**config.mk**
```make
export PLATFORM = sky130hd
export DESIGN_NAME = nsq_requant
export DESIGN_NICKNAME = d
export VERILOG_FILES = /design/src/rtl/nsq_pkg.sv /design/src/rtl/nsq_clamp.sv /design/src/rtl/nsq_lfsr.sv /design/src/rtl/nsq_shaper.sv /design/src/rtl/nsq_requant.sv
export SDC_FILE = /design/constraint.sdc
export NUM_CORES = 1
export LEC_CHECK = 0
export BUFFER_PORTS_ARGS = -buffer_cell sky130_fd_sc_hd__buf_2
export CORE_MARGIN = 5
export CORE_UTILIZATION = 32
export CTS_CLUSTER_DIAMETER = 120
export CTS_CLUSTER_SIZE = 8
export DETAILED_ROUTE_END_ITERATION = 10
export MAX_ROUTING_LAYER = met4
export PLACE_DENSITY = 0.59
export SETUP_SLACK_MARGIN = 0.15
export SLEW_MARGIN = 20
export SYNTH_ARGS = -nofsm -noshare
export SYNTH_HDL_FRONTEND = slang
export SYNTH_SLANG_ARGS = --single-unit
```
**constraint.sdc**
```tcl
create_clock -name clk -period 15.5 [get_ports clk]
set_input_delay 3.1 -clock clk [delete_from_list [all_inputs] [get_ports clk]]
set_output_delay 3.1 -clock clk [all_outputs]
set_load 0.02 [all_outputs]
```
**src/rtl/nsq_pkg.sv**
```systemverilog
package nsq_pkg;
   localparam int               SEQ_W    = 16;
   localparam logic [SEQ_W-1:0] SEQ_SEED = 16'hACE1;

   // taps 16,14,13,11: maximal-length feedback
   function automatic logic seq_feedback(input logic [SEQ_W-1:0] s);
      return s[15] ^ s[13] ^ s[12] ^ s[10];
   endfunction
endpackage

```
**src/rtl/nsq_clamp.sv**
```systemverilog
module nsq_clamp #(
   parameter int DATA_W = 16
) (
   input  logic                     en,
   input  logic signed [DATA_W-1:0] din,
   input  logic signed [DATA_W-1:0] lim_hi,
   input  logic signed [DATA_W-1:0] lim_lo,
   output logic signed [DATA_W-1:0] dout
);
   logic signed [DATA_W-1:0] raised;

   always_comb begin
      raised = (din < lim_lo) ? lim_lo : din;
      if (en) dout = (raised > lim_hi) ? lim_hi : raised;
      else    dout = din;
   end
endmodule

```
**src/rtl/nsq_lfsr.sv**
```systemverilog
module nsq_lfsr
   import nsq_pkg::*;
(
   input  logic clk,
   input  logic rst_n,
   input  logic step,
   output logic bit_out
);
   logic [SEQ_W-1:0] state;

   always_ff @(posedge clk) begin
      if (!rst_n)    state <= SEQ_SEED;
      else if (step) state <= {state[SEQ_W-2:0], seq_feedback(state)};
   end

   assign bit_out = state[0];
endmodule

```
**src/rtl/nsq_shaper.sv**
```systemverilog
module nsq_shaper #(
   parameter int DATA_W = 16,
   parameter int OUT_W  = 8,
   parameter int SH_W   = 4,
   parameter int BIAS_W = 16
) (
   input  logic                     clk,
   input  logic                     rst_n,
   input  logic                     enable,
   input  logic                     in_valid,
   input  logic signed [DATA_W-1:0] x,
   input  logic [SH_W-1:0]          shift,
   input  logic                     order2,
   input  logic                     bypass,
   input  logic                     dither_on,
   input  logic                     dither_bit,
   input  logic signed [BIAS_W-1:0] bias,
   output logic                     out_valid,
   output logic [OUT_W-1:0]         out_code,
   output logic signed [DATA_W+1:0] err1,
   output logic signed [DATA_W+1:0] err2
);
   localparam int ERR_W = DATA_W + 2;
   localparam int SUM_W = DATA_W + 5;
   localparam logic signed [SUM_W-1:0] ONE      = SUM_W'(1);
   localparam logic signed [SUM_W-1:0] CODE_TOP = SUM_W'((2 ** OUT_W) - 1);
   localparam logic signed [SUM_W-1:0] ERR_HI   = SUM_W'((2 ** (ERR_W - 1)) - 1);
   localparam logic signed [SUM_W-1:0] ERR_LO   = -SUM_W'(2 ** (ERR_W - 1));

   logic signed [SUM_W-1:0] e1x, e2x, fb, u, step_sz, dv, qv, e_raw, code_sum;
   logic signed [ERR_W-1:0] e_sat;
   logic [OUT_W-1:0]        code_next;

   always_comb begin
      e1x     = SUM_W'(err1);
      e2x     = SUM_W'(err2);
      fb      = order2 ? ((e1x <<< 1) - e2x) : e1x;
      if (bypass) fb = '0;
      u       = SUM_W'(x) - fb;
      step_sz = ONE <<< shift;
      dv      = (dither_on && !bypass) ? (dither_bit ? step_sz : -step_sz) : '0;
      qv      = (u + dv) >>> shift;
      e_raw   = (qv <<< shift) - u;
      if (e_raw > ERR_HI)      e_sat = ERR_HI[ERR_W-1:0];
      else if (e_raw < ERR_LO) e_sat = ERR_LO[ERR_W-1:0];
      else                     e_sat = e_raw[ERR_W-1:0];
      code_sum = qv + SUM_W'(bias);
      if (code_sum < 0)             code_next = '0;
      else if (code_sum > CODE_TOP) code_next = CODE_TOP[OUT_W-1:0];
      else                          code_next = code_sum[OUT_W-1:0];
   end

   always_ff @(posedge clk) begin
      if (!rst_n) begin
         out_valid <= 1'b0;
         out_code  <= '0;
         err1      <= '0;
         err2      <= '0;
      end else if (!enable) begin
         out_valid <= 1'b0;
         err1      <= '0;
         err2      <= '0;
      end else if (in_valid) begin
         out_valid <= 1'b1;
         out_code  <= code_next;
         err1      <= bypass ? '0 : e_sat;
         err2      <= bypass ? '0 : err1;
      end else begin
         out_valid <= 1'b0;
      end
   end
endmodule

```
**src/rtl/nsq_requant.sv**
```systemverilog
module nsq_requant #(
   parameter int DATA_W     = 16,
   parameter int OUT_W      = 8,
   parameter int WIDTH_W    = 4,
   parameter int BIAS_W     = 16,
   parameter bit HAS_DITHER = 1'b1
) (
   input  logic                     clk,
   input  logic                     rst_n,
   input  logic                     enable,
   input  logic                     in_valid,
   input  logic signed [DATA_W-1:0] in_sample,
   input  logic signed [BIAS_W-1:0] cfg_bias,
   input  logic signed [DATA_W-1:0] cfg_clamp_max,
   input  logic signed [DATA_W-1:0] cfg_clamp_min,
   input  logic [WIDTH_W-1:0]       cfg_width,
   input  logic                     cfg_clamp_en,
   input  logic                     cfg_dither_en,
   input  logic                     cfg_order2,
   input  logic                     cfg_bypass,
   output logic                     out_valid,
   output logic [OUT_W-1:0]         out_code
);
   localparam int SH_W = $clog2(DATA_W);
   localparam int TOPW = DATA_W - 1;

   if (DATA_W < 8 || DATA_W > 28) begin : g_bad_data_w
      $error("nsq_requant: DATA_W out of range");
   end
   if (OUT_W < 2 || OUT_W > DATA_W + 2) begin : g_bad_out_w
      $error("nsq_requant: OUT_W out of range");
   end
   if ((2 ** WIDTH_W) < DATA_W) begin : g_bad_width_w
      $error("nsq_requant: WIDTH_W too narrow for DATA_W");
   end

   logic signed [DATA_W-1:0] x_clamped;
   logic signed [DATA_W+1:0] err_q1, err_q2;
   logic [SH_W-1:0]          shift;
   logic                     dbit, dith_on;
   int                       wsel, shift_i;

   always_comb begin
      wsel    = int'(cfg_width);
      shift_i = (wsel >= TOPW) ? 0 : (TOPW - wsel);
      shift   = shift_i[SH_W-1:0];
   end

   nsq_clamp #(.DATA_W(DATA_W)) u_clamp (
      .en(cfg_clamp_en), .din(in_sample),
      .lim_hi(cfg_clamp_max), .lim_lo(cfg_clamp_min), .dout(x_clamped)
   );

   if (HAS_DITHER) begin : g_dither
      nsq_lfsr u_seq (
         .clk(clk), .rst_n(rst_n), .step(enable && in_valid), .bit_out(dbit)
      );
      assign dith_on = cfg_dither_en;
   end else begin : g_no_dither
      assign dbit    = 1'b0;
      assign dith_on = 1'b0;
   end

   nsq_shaper #(.DATA_W(DATA_W), .OUT_W(OUT_W), .SH_W(SH_W), .BIAS_W(BIAS_W)) u_shape (
      .clk(clk), .rst_n(rst_n), .enable(enable), .in_valid(in_valid),
      .x(x_clamped), .shift(shift), .order2(cfg_order2), .bypass(cfg_bypass),
      .dither_on(dith_on), .dither_bit(dbit), .bias(cfg_bias),
      .out_valid(out_valid), .out_code(out_code), .err1(err_q1), .err2(err_q2)
   );
endmodule

```
==> metrics.sh, run 1 <==
RUN_STATUS='finished, final reports clean'
SYNTH_SEQ_AREA_SHARE_PCT=11.0
POST_SYNTHESIS_SEQUENTIAL_ELEMENT_COUNT=61
ACHIEVABLE-FREQUENCY_MHz=65.4
INITIAL_CORE_UTIL_PCT=32.3
DIE-HEIGHT_UM=196
SYNTH-EDFF-COUNT=0
FIRST_GLOBAL_VIAS=11600
DETAILEDROUTE.FIRSTPASSITERATIONCOUNT=8
MINIMUM_CLOCK_PERIOD_NS=15.29
NUM_ROWS=68
NUM-FILL-CELLS=3579
SYNTH-MAIN-FF-CELL='sky130_fd_sc_hd__dfxtp_1'
TIMING.SLEW.HEADROOM_PCT=43.8
DIODES=0
WORSTPATHMAXFANOUT=10
WHS_ENDPOINT='u_shape.out_code[3]'
POST_SYN_NETS=1761
CRIT-REG2REG-CAPTURE='u_shape.err1[10]'
SETUP_VIOLATIONS_FINAL=0
AREA_OCCUPIED_BY_MULTI_INPUT_GATES_SQ_UM=9600
FIN_TNS_SETUP_NS=0
CRITPATHREQUIREDTIME_NS=15.71
GRT_START_MAX_NET_PINS=49
DRV_SLEW=0
POWER_LEAKAGE_nW=6.38
CRITPATHARRIVALTIME_NS=15.50
SLOWEST_DELAY_NS=0.55
TIGHTESTPINTRANSITION_NS=0.840
TRITONCTS='done'
WIRELENGTH_MM=40.3
YS_ASYNC_SR_FRACTION_PCT=0
COMBINED_GLOBAL_ROUTE_UTILIZATION_OF_ALL_METAL_LAYERS_PCT=20.2
CAP_VIOLATIONS=0
TIMING.SETUP.CRITICAL_PATH_CLASS='primary input to flop'
SETUP.REG_TO_REG.WORST_SLACK_NS=5.35
IO_PINS=85
CLOCK_TREE.ROOT_CELL='sky130_fd_sc_hd__clkbuf_16'
NUMBER_OF_CLOCK_SINKS=61
HOLD_PATH_STARTPOINT='u_shape.out_code[3]'
FLOW.AREA_GROWTH_FROM_SYNTHESIS_PCT=27.0
POSTSYNTHAREAPERCELL_SQ_UM=7.16
DIE_AREA_SQ_UM=38500
POST_LAYOUT_NONFILLER_INSTANCES=2225
WORSTHOLDPATHTYPE='flop to flop'
YOSYS.CELL_TYPES.COUNT=89
GRT_ANTENNA_BEFORE_REPAIR=0
LAYOUT_COMMON_CELLS='201 x sky130_fd_sc_hd__buf_4, 134 x sky130_fd_sc_hd__nand2_1, 132 x sky130_fd_sc_hd__nor2_1'
PORT_BUFFERS=84
CLKTRANSATPATHREGS_NS=0.05
CTS_HTREE_LEVELS=3
WORST_R2R_STARTPOINT='u_shape.err1[1]'
POWER.IR.VDD_WORST_V=0.000137
AREA_TAKEN_BY_FLIP_FLOPS_AND_LATCHES_SQ_UM=1220
START_KIND='primary input'
MOST_COMMON_CELL_AFTER_LAYOUT_FILL_AND_TAPS_ASIDE='sky130_fd_sc_hd__buf_4'
FINAL_UTIL_PCT=41.0
FIN_TOTAL_PWR_mW=3.56
TIMING.CRITICAL_PATH.TO_TYPE='flop'
WL_PER_CELL_UM=18.1
WORST_PATH_MAX_DELAY_CELL='sky130_fd_sc_hd__mux4_2'
DRTITER0DRC=1091
PATH_COMMON_CELL='sky130_fd_sc_hd__a21o_1'
POST_SYNTH_INSTANCE_AREA_SQ_UM=11100
POST-DP-HPWL_MM=32.3
NUM_VIAS=12500
TIMING.FINAL.HOLD_VIOLATIONS=0
POST_ROUTE_CELLS_DRIVE_ABOVE_1_SHARE_PCT=25.0
CELL_COUNT_AFTER_PLACEMENT=2192
VIAS_PER_INST=5.63
WORST_R2R_PATH_DEPTH=46
GP_CONGESTION=0.990
WORST_HOLD_PATH.NUM_CELLS=2
FINAL_PERIOD_UTIL_PCT=98.7
FINALCLOCKSKEW_NS=0.00938
CLK-INSERTION-DELAY-LATE_NS=0.33
CELLS_AFTER_SYNTH=1550
YS_WARN_COUNT=0
DIE_WIDTH_UM=196
DRTANTENNAVIOLNETS=0
SETUP_REPAIR_AFTER_GLOBAL_ROUTING_MISSED_ITS_MARGIN='yes'
GLOBALROUTEOVERFLOWTOTAL=0
DRC_ERRORS=0
GRT_PASS1_WL_MM=62.4
TRITONCTS_BUFFERS=9
FINISH.NET_COUNT=1976
CTS_HOLD_REPAIR.BUFFERS=0
CORE-AREA_SQ_UM=34400
P_PER_AREA_nW_PER_UM2=253
CTS.PATH.MAX_BUFFERS=2
-- through the flow --
stage / hold WS [ns] / instance area (sq um) / worst slack, ns
after floorplan: 0.440 / 11200 / 0.160
after global placement: 0.444 / 13300 / -0.138
after detailed placement: 0.449 / 13300 / -0.398
after CTS: 0.461 / 13600 / 0.163
after global routing: 0.478 / 14100 / -0.443
final: 0.453 / 14100 / 0.208
-- worst max path at each step --
stage	slack, ns	to	cells after the start	startpoint
after global routing	-0.44	u_shape.err1[16]	66	cfg_clamp_min[1]
after detailed placement	-0.40	u_shape.err1[3]	65	in_sample[1]
final	0.21	u_shape.err1[10]	68	cfg_clamp_min[1]
after global placement	-0.14	u_shape.err1[16]	64	cfg_clamp_min[1]
after CTS	0.16	u_shape.err1[10]	63	in_sample[1]
after floorplan	0.16	u_shape.err1[16]	67	cfg_clamp_min[1]
-- synth_stat cells (all sizes together), types with 10 or more instances --
library cell,n,share of area (%)
nor2,142,4.8
nand2,135,4.6
ha,130,15
inv,116,3.9
a21oi,103,4.7
o21ai,92,4.1
nand3,67,3.0
clkbuf,62,2.1
dfxtp,61,11
nand2b,46,2.6
xnor2,44,3.5
a21o,41,2.8
mux2,37,3.8
a221o,34,3.1
and3,30,1.7
a211oi,27,1.9
o21a,26,1.8
xor2,24,1.9
buf,21,0.82
mux2i,20,1.8
nor2b,20,1.1
a21boi,19,1.3
nor3,19,0.86
a31oi,17,0.96
and2,13,0.73
o211ai,13,0.92
o31ai,12,0.81
or3,12,0.68
nand4,11,0.62
o22ai,11,0.62
o221ai,10,0.79
-- cell type report --
type	instances	share of cell area, %
flip-flops and latches	61	8.66
multi-input cells	1288	68.1
well taps	455	4.04
inverters	118	3.16
clock buffers	10	1.62
clock inverters	6	0.452
repair buffers	287	14.0
-- registers in the layout, summed over array words and instances (netlist names) --
name,flops
u_shape.out_code,8
u_shape.err2,18
u_shape.out_valid,1
u_shape.err1,18
g_dither.u_seq.state,16
-- what timing repair did --
item	4_1_cts	5_1_grt
pin swaps	1	25
setup endpoints to repair	17	26
gates resized for setup	10	83
buffers inserted	1	16
-- worst max-delay path, delay by kind of cell --
family                     cells  cell delay (ns)
and+or+nand+nor               11             1.47
buffers and inverters          6             0.71
AOI/OAI and AO/OA             39             6.67
xor gates and xnor gates       2             0.40
adders and majority gates      5             1.28
muxes                          5             1.86
-- power breakdown --
group / leakage, nW / switching (mW) / internal [mW]
Combinational: 5.75 / 1.68 / 1.49
Sequential: 0.496 / 0.0173 / 0.180
Clock: 0.138 / 0.0744 / 0.124
Total: 6.38 / 1.77 / 1.79
-- routing by layer --
metal	vias up	track usage (%)	share of wire, %
met5	-	-	0
met4	0	5.46	2.7
met3	71	1.56	5.1
met2	400	32.0	46
met1	5911	27.8	46
li1	6149	-	-
-- logic make-up (layout without fill, tap and decap cells) --
logic type,Yosys count,after routing,share of synthesized area [%]
and+or+nand+nor,524,524,22.7
AOI/OAI and AO/OA,497,497,31.5
buffers and inverters,201,421,6.91
adders and majority gates,135,135,15.6
xor gates and xnor gates,68,68,5.36
muxes,64,64,7.01
DFF,61,61,11.0
Power figures use the tool's default switching activity.
==> run 2: changes to the inputs <==
--- a/config.mk
+++ b/config.mk
@@ -11,8 +11,10 @@
 export CTS_CLUSTER_DIAMETER = 120
 export CTS_CLUSTER_SIZE = 8
 export DETAILED_ROUTE_END_ITERATION = 10
+export GPL_ROUTABILITY_DRIVEN = 0
 export MAX_ROUTING_LAYER = met4
 export PLACE_DENSITY = 0.59
+export REMOVE_ABC_BUFFERS = 1
 export SETUP_SLACK_MARGIN = 0.15
 export SLEW_MARGIN = 20
 export SYNTH_ARGS = -nofsm -noshare
==> metrics.sh, run 2 (synthesized netlist as in run 1, its figures left out) <==
TIMING.CRITICAL_PATH.TO_TYPE='flop'
AREA_OCCUPIED_BY_MULTI_INPUT_GATES_SQ_UM=9490  # -1.2%
DRTANTENNAVIOLNETS=0  # unchanged
COMBINED_GLOBAL_ROUTE_UTILIZATION_OF_ALL_METAL_LAYERS_PCT=20.0  # -0.17 points
TRITONCTS='done'
DRTITER0DRC=1279  # +17%
POWER_LEAKAGE_nW=6.74  # +5.7%
WORSTHOLDPATHTYPE='flop to flop'
MOST_COMMON_CELL_AFTER_LAYOUT_FILL_AND_TAPS_ASIDE='sky130_fd_sc_hd__buf_4'
DIE_WIDTH_UM=196  # unchanged
POST_ROUTE_CELLS_DRIVE_ABOVE_1_SHARE_PCT=27.4  # +2.3 points
NUM-FILL-CELLS=3530  # -1.4%
DRV_SLEW=0  # unchanged
NUM_ROWS=68  # unchanged
FINALCLOCKSKEW_NS=0.00735  # -0.00203 ns
WORST_R2R_STARTPOINT='u_shape.err1[1]'
GRT.BUSIEST_LAYER='met2'
START_KIND='primary input'
VIAS_PER_INST=5.56  # -1.4%
FLOW.AREA_GROWTH_FROM_SYNTHESIS_PCT=31.1
GRT_PASS1_WL_MM=62.6  # +0.29%
MINIMUM_CLOCK_PERIOD_NS=15.28  # -0.0155 ns
TOP_REGISTERS='u_shape.err1 (18), u_shape.err2 (18), g_dither.u_seq.state (16)'
FINISH.NET_COUNT=2052  # +3.8%
POWER.IR.VDD_WORST_V=0.000164  # +20%
NUM_VIAS=12800  # +2.1%
GRT_UTIL_MET2_PCT=32.6  # +0.59 points
GLOBALROUTEMET1UTIL_PCT=25.9  # -2.0 points
CTS_HTREE_LEVELS=3  # unchanged
SETUP_REPAIR_AFTER_GLOBAL_ROUTING_MISSED_ITS_MARGIN='yes'
WIRELENGTH_MM=40.1  # -0.72%
CORE-AREA_SQ_UM=34400  # unchanged
TRITONCTS_BUFFERS=9  # unchanged
SETUP_VIOLATIONS_FINAL=0  # unchanged
DRC_ERRORS=0  # unchanged
DIE_AREA_SQ_UM=38500  # unchanged
FIN_AREA_SQ_UM=14600  # +3.2%
SLOWEST_DELAY_NS=0.52  # -0.03 ns
FINAL_PERIOD_UTIL_PCT=98.6  # -0.10 points
POST-DP-HPWL_MM=31.9  # -1.4%
P_PER_AREA_nW_PER_UM2=249  # -1.4%
TIMING.SETUP.CRITICAL_PATH_CLASS='primary input to flop'
WL_PER_CELL_UM=17.4  # -4.0%
CTS_HOLD_REPAIR.BUFFERS=0  # unchanged
CLOCK_TREE.ROOT_CELL='sky130_fd_sc_hd__clkbuf_16'
CLK-INSERTION-DELAY-LATE_NS=0.32  # about the same
WORST_PATH_MAX_DELAY_CELL='sky130_fd_sc_hd__mux4_2'
GLOBALROUTEOVERFLOWTOTAL=0  # unchanged
CRITPATHARRIVALTIME_NS=15.48  # -0.02 ns
FINAL_UTIL_PCT=42.3  # +1.3 points
CRITPATHREQUIREDTIME_NS=15.71  # about the same
FIN_TOTAL_PWR_mW=3.62  # +1.7%
PATH_COMMON_CELL='sky130_fd_sc_hd__a21o_1'
FIN_TNS_SETUP_NS=0  # unchanged
IO_PINS=85  # unchanged
RUN_STATUS='finished, final reports clean'
LAYOUT_COMMON_CELLS='271 x sky130_fd_sc_hd__buf_4, 137 x sky130_fd_sc_hd__nor2_1, 133 x sky130_fd_sc_hd__nand2_1'
WORSTPATHMAXFANOUT=9  # -1
INITIAL_CORE_UTIL_PCT=32.3  # unchanged
TIGHTESTPINTRANSITION_NS=1.07  # +0.230 ns
FIRST_GLOBAL_VIAS=12100  # +5.1%
PLACED_AREA_SQ_UM=13700  # +3.2%
DIE-HEIGHT_UM=196  # unchanged
AREA_TAKEN_BY_FLIP_FLOPS_AND_LATCHES_SQ_UM=1220  # unchanged
DETAILEDROUTE.FIRSTPASSITERATIONCOUNT=6  # -2
TIMING.FINAL.HOLD_VIOLATIONS=0  # unchanged
GLOBAL_ROUTING_USAGE_ON_MET3_PCT=2.94  # +1.4 points
CAP_VIOLATIONS=0  # unchanged
HOLD_PATH_STARTPOINT='u_shape.out_code[7]'
GRT_START_MAX_NET_PINS=49  # unchanged
NUMBER_OF_CLOCK_SINKS=61  # unchanged
TIMING.SLEW.HEADROOM_PCT=28.4  # -15 points
CTS.PATH.MAX_BUFFERS=2  # unchanged
PORT_BUFFERS=84  # unchanged
ACHIEVABLE-FREQUENCY_MHz=65.5  # +0.10%
GRT_ANTENNA_BEFORE_REPAIR=1  # +1
CRIT_START='cfg_clamp_min[1]'
CLKTRANSATPATHREGS_NS=0.05  # about the same
==> run 2: cell types whose count changed in the layout (fill, tap and decap cells not counted), sizes merged <==
| cell | delta |
|---|---|
| and2 | +1 |
| buf | +75 |
| bufinv | -1 |
| clkbuf | +2 |
| clkinvlp | -1 |
| diode | +1 |
==> run 2: final cells by class <==
type                    count  area share [%]
flip-flops and latches     61            8.39
diodes                      1          0.0172
inverters                 118            3.06
repair buffers            362            17.5
clock inverters             4           0.155
multi-input cells        1289            65.2
well taps                 455            3.91
clock buffers              12            1.76
==> run 2: path summary, 6_finish.rpt <==
kind | slack [ns] | to | cells past startpoint
min | 0.44 | u_shape.out_code[7] | 2
max reg2reg | 5.39 | u_shape.err1[16] | 48
min reg2reg | 0.44 | u_shape.out_code[7] | 2
max | 0.22 | u_shape.err1[16] | 71
==> run 2: per-stage QoR <==
| step | instances | worst slack [ns] | hold WS [ns] |
|---|---|---|---|
| 2_1_floorplan | 1467 | -2.23 | 0.438 |
| 3_3_place_gp | 2261 | -0.432 | 0.440 |
| 3_5_place_dp | 2261 | -0.832 | 0.441 |
| 4_1_cts | 2284 | 0.154 | 0.454 |
| 5_1_grt | 2302 | -0.362 | 0.484 |
| 6_report | 2302 | 0.224 | 0.443 |
==> run 2: worst max-delay path, delay by kind of cell <==
kind                       cells  cell delay, ns
muxes                          6            1.75
buffers and inverters         10            1.30
xor gates and xnor gates       2            0.35
AOI/OAI and AO/OA             39            6.82
and+or+nand+nor                9            0.87
adders and majority gates      5            1.28
==> run 2: repair_timing <==
item / CTS / global route
pin swaps: 11 / 69
endpoints found under the setup margin: 26 / 26
buffers inserted: 7 / 16
resized for setup: 25 / 67
cloned: 0 / 1
==> run 2: power breakdown <==
| group | internal, mW | total [mW] | switching, mW |
|---|---|---|---|
| Combinational | 1.56 | 3.24 | 1.68 |
| Clock | 0.116 | 0.187 | 0.0705 |
| Sequential | 0.180 | 0.199 | 0.0185 |
| Total | 1.86 | 3.62 | 1.77 |
==> run 2: per-layer routing <==
metal | routed length (um) | vias to the layer above
li1 | - | 6281
met2 | 18700 | 451
met5 | 0 | -
met4 | 1130 | 0
met1 | 17500 | 5972
met3 | 2680 | 85
